==> config.mk <==
export PLATFORM = sky130hd
export DESIGN_NAME = wcf_phase_fsm
export DESIGN_NICKNAME = d
export VERILOG_FILES = /design/src/rtl/wcf_pkg.sv /design/src/rtl/wcf_phase_fsm.sv
export SDC_FILE = /design/constraint.sdc
export NUM_CORES = 1
export LEC_CHECK = 0
export CORE_ASPECT_RATIO = 0.8
export CORE_MARGIN = 3
export CORE_UTILIZATION = 49
export DETAILED_ROUTE_END_ITERATION = 8
export HOLD_SLACK_MARGIN = 0.08
export PLACE_DENSITY = 0.84
export SETUP_SLACK_MARGIN = 0.1
export SYNTH_ARGS = -nofsm -noshare
export SYNTH_HDL_FRONTEND = slang
export SYNTH_SLANG_ARGS = --single-unit
export TNS_END_PERCENT = 20
==> constraint.sdc <==
create_clock -name clk -period 2.8 [get_ports clk]
set_clock_uncertainty 0.15 [all_clocks]
set_input_delay 0.84 -clock clk [delete_from_list [all_inputs] [get_ports clk]]
set_output_delay 0.84 -clock clk [all_outputs]
set_load 0.02 [all_outputs]
==> src/rtl/wcf_pkg.sv <==
package wcf_pkg;

    typedef enum logic [2:0] {
        ST_SYNC_WAIT = 3'd0,
        ST_DELAY     = 3'd1,
        ST_WORD      = 3'd2,
        ST_IDLE      = 3'd3,
        ST_LOST      = 3'd4
    } wcf_state_e;

    // Minimum spacing, in bit clocks, between two dual-phase word-clock edges
    localparam int unsigned WCF_MIN_GAP = 4;

endpackage

==> src/rtl/wcf_phase_fsm.sv <==
module wcf_phase_fsm
    import wcf_pkg::*;
#(
    parameter int unsigned DLY_W  = 2,
    parameter int unsigned WLEN_W = 6,
    parameter int unsigned CH_W   = 4
) (
    input  logic              clk,
    input  logic              rst_n,
    input  logic              restart,
    input  logic              edge_hit,
    input  logic              short_gap,
    input  logic              cfg_single,
    input  logic [DLY_W-1:0]  cfg_dly,
    input  logic [WLEN_W-1:0] cfg_word,
    input  logic [CH_W-1:0]   cfg_chan,
    output wcf_state_e        state,
    output logic              frame_err,
    output logic              locked
);

    wcf_state_e        state_q, nxt_state;
    logic [DLY_W-1:0]  dly_cnt_q, nxt_dly_cnt;
    logic [WLEN_W-1:0] bit_cnt_q, nxt_bit_cnt;
    logic [CH_W-1:0]   slot_q, nxt_slot;
    logic              viol_c;
    logic [DLY_W-1:0]  dly_last;
    logic [WLEN_W-1:0] bit_last;
    logic [CH_W-1:0]   slot_last;
    logic              slot_end;
    logic              frame_end;
    wcf_state_e        start_state;

    always_comb begin
        dly_last    = cfg_dly - DLY_W'(1);
        bit_last    = cfg_word - WLEN_W'(1);
        slot_last   = cfg_chan - CH_W'(1);
        slot_end    = (bit_cnt_q == bit_last);
        frame_end   = slot_end && (slot_q == slot_last);
        start_state = (cfg_dly == '0) ? ST_WORD : ST_DELAY;
    end

    // Next-state and violation logic
    always_comb begin
        nxt_state   = state_q;
        nxt_dly_cnt = dly_cnt_q;
        nxt_bit_cnt = bit_cnt_q;
        nxt_slot    = slot_q;
        viol_c      = 1'b0;
        unique case (state_q)
            ST_SYNC_WAIT: begin
                if (edge_hit) begin
                    nxt_state   = start_state;
                    nxt_dly_cnt = '0;
                    nxt_bit_cnt = '0;
                    nxt_slot    = '0;
                end
            end
            ST_DELAY: begin
                if (edge_hit) begin
                    viol_c = 1'b1;
                end else if (dly_cnt_q == dly_last) begin
                    nxt_state   = ST_WORD;
                    nxt_bit_cnt = '0;
                    nxt_slot    = '0;
                end else begin
                    nxt_dly_cnt = dly_cnt_q + DLY_W'(1);
                end
            end
            ST_WORD: begin
                if (edge_hit && (cfg_single ? (slot_q != slot_last) : short_gap)) begin
                    viol_c = 1'b1;
                end else if (frame_end) begin
                    nxt_state   = ST_IDLE;
                    nxt_bit_cnt = '0;
                    nxt_slot    = '0;
                end else if (slot_end) begin
                    nxt_bit_cnt = '0;
                    nxt_slot    = slot_q + CH_W'(1);
                end else begin
                    nxt_bit_cnt = bit_cnt_q + WLEN_W'(1);
                end
            end
            ST_IDLE: begin
                if (edge_hit) begin
                    if (!cfg_single && short_gap) begin
                        viol_c = 1'b1;
                    end else begin
                        nxt_state   = start_state;
                        nxt_dly_cnt = '0;
                        nxt_bit_cnt = '0;
                        nxt_slot    = '0;
                    end
                end
            end
            ST_LOST: begin
                nxt_state = ST_LOST;
            end
            default: begin
                nxt_state = ST_LOST;
            end
        endcase
        if (viol_c) begin
            nxt_state = ST_LOST;
        end
        if (restart) begin
            nxt_state   = ST_SYNC_WAIT;
            nxt_dly_cnt = '0;
            nxt_bit_cnt = '0;
            nxt_slot    = '0;
        end
    end

    // State register
    always_ff @(posedge clk or negedge rst_n) begin
        if (!rst_n) begin
            state_q   <= ST_SYNC_WAIT;
            dly_cnt_q <= '0;
            bit_cnt_q <= '0;
            slot_q    <= '0;
        end else begin
            state_q   <= nxt_state;
            dly_cnt_q <= nxt_dly_cnt;
            bit_cnt_q <= nxt_bit_cnt;
            slot_q    <= nxt_slot;
        end
    end

    // Output register
    always_ff @(posedge clk or negedge rst_n) begin
        if (!rst_n) begin
            frame_err <= 1'b0;
            locked    <= 1'b0;
        end else begin
            frame_err <= viol_c && !restart;
            locked    <= (nxt_state == ST_DELAY) || (nxt_state == ST_WORD)
                      || (nxt_state == ST_IDLE);
        end
    end

    assign state = state_q;

endmodule

==> results.py, run 1 <==
metrics = {
    "setup_path": {
        "reg2regPathDepth": 6,
        "cp.arrival_ns": 2.97,
        "cp_data_required_time_ns": 2.85,
        "crit_start": "cfg_word[0]",
        "reg2reg_slack_ns": 0.39,
        "timing.rr.start": "bit_cnt_q[5]",
        "startpoint_type": "input pin",
        "timing.rr.end": "slot_q[1]",
        "path_max_fanout": 4,
        "path_class": "input pin to flip-flop",
        "crit_path_end_kind": "flip-flop",
    },
    "synthesis": {
        "async_reset_ff_share_pct": 100,
        "synth_seq_cells": 17,
        "synth_top_area_share_pct": 32.1,
        "synth_fp_nets": 178,
        "ys_seq_area_share_pct": 32.1,
        "ys_warn_count": 0,
        "synth_area_leader_cell": "dfrtp_1",
        "synth_cells": 155,
        "netlist_area_mm2": 0.00133,
        "yosysMostFrequentCell": "dfrtp_1",
        "synthTopCellsByArea": "dfrtp_1 (32%), xnor2_1 (5.3%), ha_1 (4.7%)",
        "synthTopCellsByCount": "dfrtp_1 (17), nor2_1 (13), inv_1 (10), nand2_1 (10)",
        "syn_area_per_cell_um2": 8.55,
        "yosys_most_used_dff": "dfrtp_1",
        "synth_edf_count": 0,
        "synth_cell_type_count": 46,
    },
    "clock_tree": {
        "cts_sinks": 17,
        "holdBufCountCts": 0,
        "ctsHtreeMaxLevel": 1,
        "cts_tree": "yes",
        "cts_buffers": 3,
        "clkTransAtPathRegs_ns": 0.10,
        "worstSkewPairLatency_ns": 0.30,
        "clockRootBuffer": "clkbuf_4",
        "clockBufferDepth": 2,
    },
    "cells_and_area": {
        "regArea_um2": 425,
        "drive_gt1_share_pct": 28.6,
        "nFillCells": 149,
        "area_growth_pct": 46.4,
        "design_area_mm2": 0.00194,
        "final_core_util_pct": 77.5,
        "final_nets": 234,
        "antennaDiodeCount": 0,
        "multi_input_area_um2": 926,
    },
    "sta": {
        "worst_slack_ns": -0.121,
        "period_share_pct": 104,
        "maxSlewHeadroom_pct": 47.8,
        "finalMaxSlewViolations": 0,
        "finalHoldViolCount": 0,
        "fin_crit_ns": 2.92,
        "finalSetupViolCount": 9,
        "whs_ns": 0.407,
        "worstMarginPinSlew_ns": 0.780,
        "clock.fmax_mhz": 342,
        "grt_setup_unrepaired": "true",
    },
    "global_routing": {
        "grt_pass1_wl_um": 6420,
        "grt_pass1_vias": 1374,
        "track_usage_pct": 25.0,
        "grt_overflow": 0,
        "antenna_found_initial": 0,
        "grt_max_degree": 18,
    },
    "placement": {
        "port_buffers": 22,
        "dpl.hpwl_um": 2820,
        "gp_congestion": 0.844,
        "post_dp_cell_area_mm2": 0.00179,
    },
    "die": {
        "initial_core_util_pct": 53.0,
        "design.die.area_mm2": 0.00337,
        "rows": 16,
        "core_area_mm2": 0.00250,
        "die_h_um": 52.5,
        "io_pins": 23,
        "die_w_um": 64.1,
    },
    "routing": {
        "routedWlPerCell_um": 18.5,
        "vias": 1530,
        "firstDrtPassIters": 5,
        "wl_um": 4550,
        "drtIter0Drc": 190,
        "ant_nets": 0,
        "drc": 0,
        "vias_per_cell": 6.22,
    },
    "hold_path": {
        "hold-path-endpoint": "slot_q[2]",
        "hp-class": "flip-flop to flip-flop",
        "hold-path-cell-count": 1,
        "min_from": "slot_q[2]",
    },
    "job": {
        "drv_cap": 0,
    },
    "run_status": {
        "violations": "negative setup slack",
        "status": "finished with violations",
    },
    "power": {
        "p_per_area_mw_per_mm2": 364,
        "p_leak_nw": 0.914,
        "p_total_w": 0.000705,
        "vdd_drop_max_mv": 0.309,
    },
}
## registers in the layout, indices dropped and copies added, names as in the netlist
register	count
bit_cnt_q	6
dly_cnt_q	2
frame_err	1
locked	1
slot_q	4
state	3
## final cells by class
cell class,count,share of cell area [%]
Multi-Input combinational cell,124,47.7
Timing Repair Buffer,55,24.6
Sequential cell,17,21.9
Tap cell,36,2.32
Inverter,10,1.94
Clock buffer,3,1.16
Clock inverter,1,0.258
## critical path, cell delays in order
cell,delay [ns]
buf_6,0.09
or4_4,0.51
or3_1,0.36
a2111o_1,0.47
o21ai_4,0.21
and2_4,0.20
mux2_4,0.29
## through the flow
| step | instances | worst slack (ns) | TNS [ns] |
|---|---|---|---|
| detailed placement | 238 | -0.679 | -7.75 |
| global placement | 238 | -0.624 | -6.50 |
| finish | 246 | -0.121 | -0.468 |
| CTS | 242 | -0.139 | -0.648 |
| global route | 246 | -0.152 | -1.06 |
| floorplan | 155 | -0.210 | -0.484 |
## report_power, final
part,switching [W],internal [W],total [W],leakage [nW]
clock network,0.0000821,0.0000534,0.000135,0.0177
logic,0.000142,0.000150,0.000291,0.661
registers,0.0000225,0.000256,0.000279,0.235
## kinds of logic (layout without fill, tap and decap cells)
| logic type | after synthesis | count (layout) | share of synthesized area [%] |
|---|---|---|---|
| and+or+nand+nor | 63 | 63 | 25.0 |
| AOI/OAI and AO/OA | 39 | 39 | 21.1 |
| DFF | 17 | 17 | 32.1 |
| buffers and inverters | 14 | 69 | 3.97 |
| xor gates and xnor gates | 13 | 13 | 9.63 |
| adders and majority gates | 5 | 5 | 4.72 |
| muxes | 4 | 4 | 3.49 |
## cell usage in the layout, fill, tap and decap left out, drive strengths merged, types with 5 or more instances in the layout
cell and n:
a31oi 6, dfrtp 17, nor2b 5, o21ai 11, ha 5, nand2 10, nand3 9, nor2 14
xnor2 8, inv 10, buf 36, clkdlybuf4s50 14
## how the worst max path moves through the flow
stage	cells past startpoint	end
3_3_place_gp	7	slot_q[1]
6_report	7	slot_q[1]
2_1_floorplan	6	slot_q[1]
3_5_place_dp	7	slot_q[1]
5_1_grt	7	slot_q[1]
4_1_cts	7	slot_q[1]
## routing by layer
layer  up-vias  share of wire [%]  GRT usage, %
li1        679                  -             -
met1       701                 38          30.0
met2       113                 49          43.7
met3        37                8.2          7.08
met4         0                5.1          7.37
met5         -                  0             0
## timing repair
item | in CTS | in global routing
hold endpoints to repair | 0 | 0
setup buffers | 0 | 4
setup endpoints to repair | 15 | 16
pin swaps | 6 | 10
gates resized for setup | 18 | 17
(Power assumes the default switching activity.)
==> run 2, diff against run 1 <==
ABC_AREA = 0   (was default)
==> results of run 2 <==
No change in the layout: final DEF, timing and power equal those of run 1.
